## src/rtl/nmi_pkg.sv

```systemverilog
package nmi_pkg;
  localparam int STAT_W  = 16;
  localparam int N_SRC   = 3;
  localparam int EXT_BIT = 0;
  localparam int UND_BIT = 1;
  localparam int ERR_BIT = 2;
  typedef logic [N_SRC-1:0] src_vec_t;
endpackage

```

## src/rtl/nmi_pin_edge.sv

```systemverilog
module nmi_pin_edge #(
  parameter int SYNC_STAGES = 2
) (
  input  logic clk,
  input  logic rst_n,
  input  logic pin_n,
  output logic fall
);
  logic [SYNC_STAGES-1:0] sync_r;
  logic                   last_r;

  always_ff @(posedge clk) begin
    if (!rst_n) begin
      sync_r <= '1;
      last_r <= 1'b1;
    end else begin
      sync_r <= {sync_r[SYNC_STAGES-2:0], pin_n};
      last_r <= sync_r[SYNC_STAGES-1];
    end
  end

  assign fall = last_r & ~sync_r[SYNC_STAGES-1];


  single_fall_chk: assert property (@(posedge clk) disable iff (!rst_n)
    fall |=> !fall);
endmodule

```

## src/rtl/nmi_acc_guard.sv

```systemverilog
module nmi_acc_guard #(
  parameter int ADDR_W   = 8,
  parameter int N_EXEMPT = 6,
  parameter logic [N_EXEMPT*ADDR_W-1:0] EXEMPT_LIST = '0
) (
  input  logic              run,
  input  logic              acc_vld,
  input  logic [ADDR_W-1:0] acc_addr,
  output logic              err_ev
);
  logic [N_EXEMPT-1:0] hit;

  for (genvar g = 0; g < N_EXEMPT; g++) begin : g_cmp
    assign hit[g] = (acc_addr == EXEMPT_LIST[g*ADDR_W +: ADDR_W]);
  end

  assign err_ev = acc_vld & run & ~(|hit);
endmodule

```

## src/rtl/nmi_stat_reg.sv

```systemverilog
module nmi_stat_reg
  import nmi_pkg::*;
(
  input  logic     clk,
  input  logic     rst_n,
  input  src_vec_t ev,
  input  logic     rd,
  output src_vec_t flags
);
  always_ff @(posedge clk) begin
    if (!rst_n)  flags <= '0;
    else if (rd) flags <= ev;
    else         flags <= flags | ev;
  end


  rd_clears_chk: assert property (@(posedge clk) disable iff (!rst_n)
    (rd && ev == '0) |=> flags == '0);

  for (genvar b = 0; b < N_SRC; b++) begin : g_bit_chk

    ev_sets_chk: assert property (@(posedge clk) disable iff (!rst_n)
      ev[b] |=> flags[b]);

    sticky_chk: assert property (@(posedge clk) disable iff (!rst_n)
      (flags[b] && !rd) |=> flags[b]);
  end
endmodule

```

## src/rtl/nmi_collector.sv

```systemverilog
module nmi_collector
  import nmi_pkg::*;
#(
  parameter int ADDR_W      = 8,
  parameter int SYNC_STAGES = 2,
  parameter int N_EXEMPT    = 6,
  parameter logic [N_EXEMPT*ADDR_W-1:0] EXEMPT_LIST =
    {8'h14, 8'h10, 8'h0C, 8'h08, 8'h04, 8'h00}
) (
  input  logic              clk,
  input  logic              rst_n,
  input  logic              eng_run,
  input  logic              host_acc,
  input  logic [ADDR_W-1:0] host_addr,
  input  logic              bad_op,
  input  logic              nmi_pin_n,
  input  logic              stat_rd,
  output logic [STAT_W-1:0] stat_q,
  output logic              nmi_req
);
  localparam int PAD_W = STAT_W - N_SRC;

  src_vec_t ev;
  src_vec_t flags;
  logic     err_ev;
  logic     ext_ev;

  nmi_acc_guard #(
    .ADDR_W(ADDR_W), .N_EXEMPT(N_EXEMPT), .EXEMPT_LIST(EXEMPT_LIST)
  ) u_guard (
    .run(eng_run), .acc_vld(host_acc), .acc_addr(host_addr), .err_ev(err_ev)
  );

  nmi_pin_edge #(.SYNC_STAGES(SYNC_STAGES)) u_edge (
    .clk(clk), .rst_n(rst_n), .pin_n(nmi_pin_n), .fall(ext_ev)
  );

  always_comb begin
    ev          = '0;
    ev[ERR_BIT] = err_ev;
    ev[UND_BIT] = bad_op;
    ev[EXT_BIT] = ext_ev;
  end

  nmi_stat_reg u_stat (
    .clk(clk), .rst_n(rst_n), .ev(ev), .rd(stat_rd), .flags(flags)
  );

  assign stat_q  = {{PAD_W{1'b0}}, flags};
  assign nmi_req = |flags;


  idle_no_err_chk: assert property (@(posedge clk) disable iff (!rst_n)
    err_ev |-> eng_run);

  req_holds_chk: assert property (@(posedge clk) disable iff (!rst_n)
    (nmi_req && !stat_rd) |=> nmi_req);
endmodule

```

## config.mk

```make
export PLATFORM = sky130hd
export DESIGN_NAME = nmi_collector
export DESIGN_NICKNAME = d
export VERILOG_FILES = /design/src/rtl/nmi_pkg.sv /design/src/rtl/nmi_pin_edge.sv /design/src/rtl/nmi_acc_guard.sv /design/src/rtl/nmi_stat_reg.sv /design/src/rtl/nmi_collector.sv
export SDC_FILE = /design/constraint.sdc
export NUM_CORES = 1
export LEC_CHECK = 0
export CAP_MARGIN = 40
export CORE_AREA = 4 4 41 43
export CTS_CLUSTER_DIAMETER = 100
export DETAILED_ROUTE_END_ITERATION = 7
export DIE_AREA = 0 0 45 47
export HOLD_SLACK_MARGIN = 0.02
export PLACE_DENSITY = 0.69
export SKIP_LAST_GASP = 1
export SLEW_MARGIN = 20
export SYNTH_ARGS = -nofsm -noshare
export SYNTH_HDL_FRONTEND = slang
export SYNTH_SLANG_ARGS = --single-unit
export TNS_END_PERCENT = 5
```

## constraint.sdc

```tcl
create_clock -name clk -period 0.9 [get_ports clk]
set_input_delay 0.135 -clock clk [delete_from_list [all_inputs] [get_ports clk]]
set_output_delay 0.135 -clock clk [all_outputs]
set_load 0.005 [all_outputs]
```

* After elaboration in Yosys (flattened, before gate mapping)
Index checks and enable logic that the tools add are counted.
Widths: inputs -> output; s select.
** Word-level totals
- Bits in registers :: 6
- Bits of input ports :: 15
- Output and inout bits :: 17
- Logic and storage cells :: 18
** Cells by class
- Equal/unequal tests :: 5
- Muxes and demuxes :: 1
- Bitwise logic cells :: 6
- Reduce and logical (&&, ||, !) cells :: 3
** Operator list (count)
- $eq 8x4->1 const B :: 2
- $eq 8x5->1 const B :: 2
- $eq 8x3->1 const B :: 1
- $logic_not 8->1 :: 1
- $reduce_or 6->1 :: 1
- $and 1x1->1 :: 3
- $mux 3 :: 1
- $or 3x3->3 :: 1
- $reduce_or 3->1 :: 1
- $not 1->1 :: 2

* Longest topological paths before layout
Gate-level depths: netlist of the first run.
- Depth in word-level cells :: 6
- Gate-level depth with buffers :: 3
- Depth with buffers taken out :: 3

* Cells and area by module
From an unflattened synthesis of the first run, not the netlist that was laid out.
** Second synthesis, totals
- Cells, all modules :: 35
- Area, all modules :: 320.3 um^2
** Modules (own cells, without submodules)
- nmi_collector :: times used 1, cells an instance 15, area each 107.6 um^2, seq. area each 0.0 um^2
- nmi_stat_reg :: times used 1, cells an instance 9, area each 101.3 um^2, seq. area each 60.1 um^2
- nmi_pin_edge :: times used 1, cells an instance 7, area each 85.1 um^2, seq. area each 60.1 um^2
- nmi_acc_guard :: times used 1, cells an instance 4, area each 26.3 um^2, seq. area each 0.0 um^2

* Least setup slack after synthesis of the first run
Ideal clock, no wire load.
- Path type :: reg2out
- Start :: register u_stat.flags[0]
- End :: output nmi_req
- Arrival time :: 0.681 ns
- Required time :: 0.765 ns
- Setup slack :: 0.084 ns
- Stages on the path, launching flop included :: 2
- Buffers on the path :: 0
- Cells stage by stage :: dfxtp_1 > or3_1
** On the way
- Cells in the longest elaborated chain, start to end :: 1
** Ends and longest elaborated chain
- start: declaration :: RTL line nmi_stat_reg.sv:8 : output src_vec_t flags
- start signal: assignment :: RTL line nmi_stat_reg.sv:12 : else if (rd) flags <= ev;
- start signal: assignment :: RTL line nmi_stat_reg.sv:13 : else flags <= flags | ev;
- $reduce_or 3->1 :: RTL line nmi_collector.sv:50 : assign nmi_req = |flags;
- end: declaration :: RTL line nmi_collector.sv:19 : output logic nmi_req
Every way passes these cells.

* Final worst setup path of the first run
Same ends and word-level chain as after synthesis.

==> results.yml, run 1 <==
critical_path:
  critPathMaxStageDelay_ns: 0.36
  critPathLaunch: "u_stat.flags[0]$_SDFF_PN0_"
  path_max_fanout: 2
  crit_arrival_ns: 1.03
  critPathTopFamily: "simple AND/OR/NAND/NOR gates"
  critPathBufInv: 1
  crit_chain: "or3_1, buf_2"
  critical_path_class: "flop to output port"
  worstPathRequired_ns: 0.76
  crit_slowest_cell: "or3_1"
  setup.worst_path.end_class: "output port"
  reg2reg_from: "u_stat.flags[1]$_SDFF_PN0_"
  worst_setup_path_start_kind: "flop"
  rrSetupSlack_ns: 0.10
final_layout:
  stdcell_count: 73
  n_antenna_cell: 0
  drive_above_1_share_pct: 15.5
  nets: 75
  final_cell_mix: "13 x conb_1, 13 x clkdlybuf4s50_1, 6 x dfxtp_1"
  final_util_pct: 38.2
  area_growth_pct: 56.9
detailed_routing:
  post-route-drc-count: 0
  via_per_inst: 3.85
  vias: 281
  drt_wl_total_um: 633
  drt_iter0_markers: 0
  drt_pass1_iterations: 1
  wire_per_inst_um: 8.67
  antenna_left: 0
yosys:
  yosys.area.top_type: "dfxtp_1"
  yosysWarnings: 0
  synthCells: 35
  synth_top_area_share_pct: 37.9
  ys_seq_area_share_pct: 37.9
  syn_area_um2: 317
  synth_area_leaders: "dfxtp_1 38%, buf_4 31%, nand2b_1 5.9%"
  synth_area_per_cell_um2: 9.04
  synth_cell_types: 14
  ys_ff_latch: 6
outcome:
  status: "finished, violations left"
  violations: "negative setup slack"
place:
  post-dp-hpwl_um: 578
  portBuffers: 17
  dpl.cell_count: 70
  gp_congestion: 0.667
pwr:
  total_power_w: 0.000649
  netSwitchingPower_w: 0.000135
  ir_drop_mv: 0.870
  internal_power_w: 0.000514
  pwr-share-comb_pct: 19.5
  power_per_cell_area_nw_per_um2: 1310
  p_sw_share_pct: 20.8
  pwr-share-clk_pct: 36.8
  pwr-share-seq_pct: 43.7
  power_leakage_nw: 0.240
clock_network:
  clock-root-buffer: "clkbuf_4"
  cts-buffers-inserted: 3
  cts.sinks: 6
  cts_setup_buffers: 0
  clk_path_buf_depth: 2
  ctsHoldBuffers: 0
  clock_latency_ns: 0.24
  clk_pin_slew_ns: 0.04
  cts_tree: "done"
  cts-htree-levels: 1
floorplanning:
  die_x_um: 45
  pin_count: 32
  rows: 13
  core_region_area_um2: 1300
  initial_core_util_pct: 24.3
  die-area_um2: 2120
  die_h_um: 47
sta:
  final.min_clock_period_ns: 1.17
  fin_ws_ns: -0.266
  fmax_mhz: 858
  clock_skew_ns: 0.00320
  fin_crit_sh_pct: 130
  slew_violations: 0
  hold_violations: 0
  setup_violations: 5
  rsz0062_at_grt: "true"
  finalSetupTns_ns: -0.764
hold_path:
  hold_class: "flop to flop"
  hp-start: "u_edge.sync_r[0]$_SDFF_PN1_"
grt:
  grt_pass1_wl_um: 931
  track_usage_pct: 6.66
  grt_pass1_vias: 248
  overflow: 0
  grt_max_degree: 7
  antenna_found_initial: 0
job:
  max-cap-violations: 0
-- cells by family (layout without fill, tap and decap cells) --
family / after synthesis / count (layout) / synth area share [%]
buffers and inverters: 15 / 26 / 33.2
AND/OR/NAND/NOR: 9 / 9 / 18.6
flip-flops: 6 / 6 / 37.9
AO/OA/AOI/OAI: 4 / 4 / 9.09
other: 1 / 13 / 1.18
-- path summary, 6_finish.rpt --
| kind | end | depth (start not counted) |
|---|---|---|
| worst max-delay path | nmi_req | 2 |
| worst min-delay path | u_edge.sync_r[1]$_SDFF_PN1_ | 1 |
| worst max register to register | u_stat.flags[1]$_SDFF_PN0_ | 3 |
| worst min register to register | u_edge.sync_r[1]$_SDFF_PN1_ | 1 |
-- sequential cells by signal (all words and copies together) (netlist names) --
register,cells
u_edge.last_r,1
u_edge.sync_r,2
u_stat.flags,3
-- metal layers --
| metal | global-route usage (%) | up-vias | part of all wire [%] |
|---|---|---|---|
| li1 | - | 136 | - |
| met1 | 4.36 | 121 | 28 |
| met2 | 12.4 | 24 | 52 |
| met3 | 6.90 | 0 | 21 |
| met4 | 1.75 | 0 | 0 |
| met5 | 0 | - | 0 |
-- power groups by stage --
stage                     sequential [W]  clock [W]  combinational, W
after global routing            0.000284   0.000274          0.000141
after CTS                       0.000284   0.000256          0.000128
after global placement          0.000288          0          0.000135
after detailed placement        0.000289          0          0.000137
after floorplan                 0.000290          0         0.0000740
final                           0.000284   0.000238          0.000127
-- metrics by stage --
stage | setup WS, ns | area, µm² | hold WS (ns)
finish | -0.266 | 497 | 0.404
global route | -0.307 | 497 | 0.445
CTS | -0.288 | 497 | 0.408
detailed placement | -0.348 | 483 | 0.398
global placement | -0.321 | 483 | 0.391
floorplan | 0.0837 | 362 | 0.208
-- layout make-up --
class,count,area [µm²]
clock buffers,3,22.5
fillers,144,805
inverters,2,7.51
multi-input cells,26,136
flip-flops and latches,6,120
well taps,15,18.8
repair buffers,21,191
-- repair_timing --
| action | in CTS | in global routing |
|---|---|---|
| gates resized for setup | 7 | 0 |
| endpoints found under the setup margin | 5 | 5 |
| hold endpoints to repair | 0 | 0 |
| gates cloned | 0 | 0 |
-- Yosys cell counts --
master,number
nand2_1,1
inv_1,2
nor2b_1,1
buf_4,13
dfxtp_1,6
nor4_2,1
nand3_1,1
o22ai_1,2
o21a_1,1
conb_1,1
nand2b_1,3
and2_1,1
or3_1,1
a211o_1,1
(Power assumes the default switching activity.)
==> run 2, diff against run 1 <==
--- a/config.mk
+++ b/config.mk
@@ -6,12 +6,14 @@
 export NUM_CORES = 1
 export LEC_CHECK = 0
 export CAP_MARGIN = 40
-export CORE_AREA = 4 4 41 43
+export CELL_PAD_IN_SITES_DETAIL_PLACEMENT = 2
+export CELL_PAD_IN_SITES_GLOBAL_PLACEMENT = 2
+export CORE_MARGIN = 4
+export CORE_UTILIZATION = 13
 export CTS_CLUSTER_DIAMETER = 100
 export DETAILED_ROUTE_END_ITERATION = 7
-export DIE_AREA = 0 0 45 47
 export HOLD_SLACK_MARGIN = 0.02
-export PLACE_DENSITY = 0.69
+export PLACE_DENSITY = 0.76
 export SKIP_LAST_GASP = 1
 export SLEW_MARGIN = 20
 export SYNTH_ARGS = -nofsm -noshare
==> results.yml, run 2 (synthesis results as in run 1) <==
detailed_routing:
  wire_per_inst_um: 9.71
  drt_wl_total_um: 835
  post-route-drc-count: 0
  drt_pass1_iterations: 2
  drt_iter0_markers: 5
  vias: 277
  via_per_inst: 3.22
  antenna_left: 0
critical_path:
  rrSetupSlack_ns: 0.09
  path_max_fanout: 2
  crit_arrival_ns: 1.05
  setup.worst_path.end_class: "output port"
  critical_path_class: "flop to output port"
  r2r_cells: 3
  reg2reg_to: "u_stat.flags[1]$_SDFF_PN0_"
  reg2reg_from: "u_stat.flags[1]$_SDFF_PN0_"
  worstPathRequired_ns: 0.76
  worst_setup_path_start_kind: "flop"
outcome:
  violations: "negative setup slack"
  status: "finished, violations left"
hold_path:
  worstHoldEndpoint: "u_edge.sync_r[1]$_SDFF_PN1_"
  hp-start: "u_edge.sync_r[0]$_SDFF_PN1_"
  hold_class: "flop to flop"
  holdPathStages: 1
pwr:
  pwr-share-clk_pct: 36.3
  pwr-share-comb_pct: 21.0
  power_leakage_nw: 0.242
  netSwitchingPower_w: 0.000143
  p_sw_share_pct: 21.4
  power_per_cell_area_nw_per_um2: 1270
  internal_power_w: 0.000524
  ir_drop_mv: 0.644
  pwr-share-seq_pct: 42.7
floorplanning:
  die-area_um2: 3290
  die_h_um: 57.3
  core_region_area_um2: 2250
  die_x_um: 57.3
  rows: 17
  pin_count: 32
  initial_core_util_pct: 14.0
job:
  max-cap-violations: 0
final_layout:
  finalInstanceArea_um2: 526
  final_cell_mix: "13 x conb_1, 13 x clkdlybuf4s50_1, 5 x dfxtp_1"
  seq_area_um2: 121
  reg_top3: "u_stat.flags (3), u_edge.sync_r (2), u_edge.last_r (1)"
  n_antenna_cell: 0
  stdcell_count: 86
  drive_above_1_share_pct: 19.0
  largest_reg_flops: 3
  nFillCells: 272
  area_growth_pct: 66.0
  regMostFlops: "u_stat.flags"
  multiInputGateArea_um2: 141
  nets: 75
grt:
  grt_max_degree: 7
  antenna_found_initial: 0
  overflow: 0
  track_usage_pct: 5.53
  grt_pass1_wl_mm: 1.27
  grt_pass1_vias: 263
clock_network:
  clock-root-buffer: "clkbuf_4"
  cts-buffers-inserted: 3
  cts_setup_buffers: 0
  clk_path_buf_depth: 2
  clock_latency_ns: 0.24
  cts_tree: "done"
  cts-htree-levels: 1
  cts.sinks: 6
  clk_pin_slew_ns: 0.04
sta:
  fin_crit_sh_pct: 132
  hold_violations: 0
  rsz0062_at_grt: "true"
  fin_ws_ns: -0.287
  final.min_clock_period_ns: 1.19
  slew_violations: 0
  finalSetupTns_ns: -0.828
  fmax_mhz: 842
  hold_ws_ns: 0.405
  setup_violations: 5
  clock_skew_ns: 0.00152
place:
  gp_congestion: 0.756
  portBuffers: 17
  dpl.cell_count: 83
  placed_area_um2: 499
  post-dp-hpwl_um: 750
[run 2: cell counts in the layout (fill, tap and decap cells not counted)]
No cell type changed its count.
[run 2: power by group through the flow]
stage	clock, W	sequential, W	combinational (W)
CTS	0.000263	0.000284	0.000132
finish	0.000242	0.000285	0.000140
global placement	0	0.000288	0.000137
floorplan	0	0.000290	0.0000740
detailed placement	0	0.000289	0.000141
global route	0.000286	0.000286	0.000156
[run 2: metrics by stage]
step / power, W / worst slack (ns) / utilization [%]
floorplan: 0.000364 / 0.0837 / -
global placement: 0.000425 / -0.338 / 22.1
detailed placement: 0.000430 / -0.376 / 22.1
CTS: 0.000678 / -0.310 / 22.8
global route: 0.000727 / -0.333 / 23.3
finish: 0.000667 / -0.287 / 23.3
[run 2: how the worst max path moves through the flow]
stage / from / endpoint / slack [ns] / cells past startpoint
after floorplan: u_stat.flags[0]$_SDFF_PN0_ / nmi_req / 0.08 / 1
after global placement: u_stat.flags[0]$_SDFF_PN0_ / nmi_req / -0.34 / 2
final: u_stat.flags[0]$_SDFF_PN0_ / nmi_req / -0.29 / 2
after detailed placement: u_stat.flags[0]$_SDFF_PN0_ / nmi_req / -0.38 / 2
after CTS: u_stat.flags[2]$_SDFF_PN0_ / nmi_req / -0.31 / 2
after global routing: u_stat.flags[0]$_SDFF_PN0_ / nmi_req / -0.33 / 2
[run 2: what timing repair did]
| action | in CTS | in global routing |
|---|---|---|
| hold buffers | 0 | 0 |
| endpoints found under the setup margin | 5 | 5 |
| resized for setup | 8 | 2 |
| pin swaps | 1 | 1 |
[run 2: cell type report]
class                           count  share of cell area [%]
Inverter                            2                    1.43
Tap cell                           28                    6.67
Multi-Input combinational cell     26                    26.9
Sequential cell                     6                    23.1
Timing Repair Buffer               21                    37.6
Clock buffer                        3                    4.29
[run 2: layer usage]
layer	vias up	GRT usage, %	wire [µm]
met2	25	7.26	348
met5	-	0	0
met3	0	6.11	143
met1	117	6.06	342
li1	135	-	-
met4	0	0.993	0
[run 2: worst max-delay path, cell delays in order, from the launching register on]
cell and delay, ns:
dfxtp_2 0.31, or3_4 0.38, buf_6 0.12
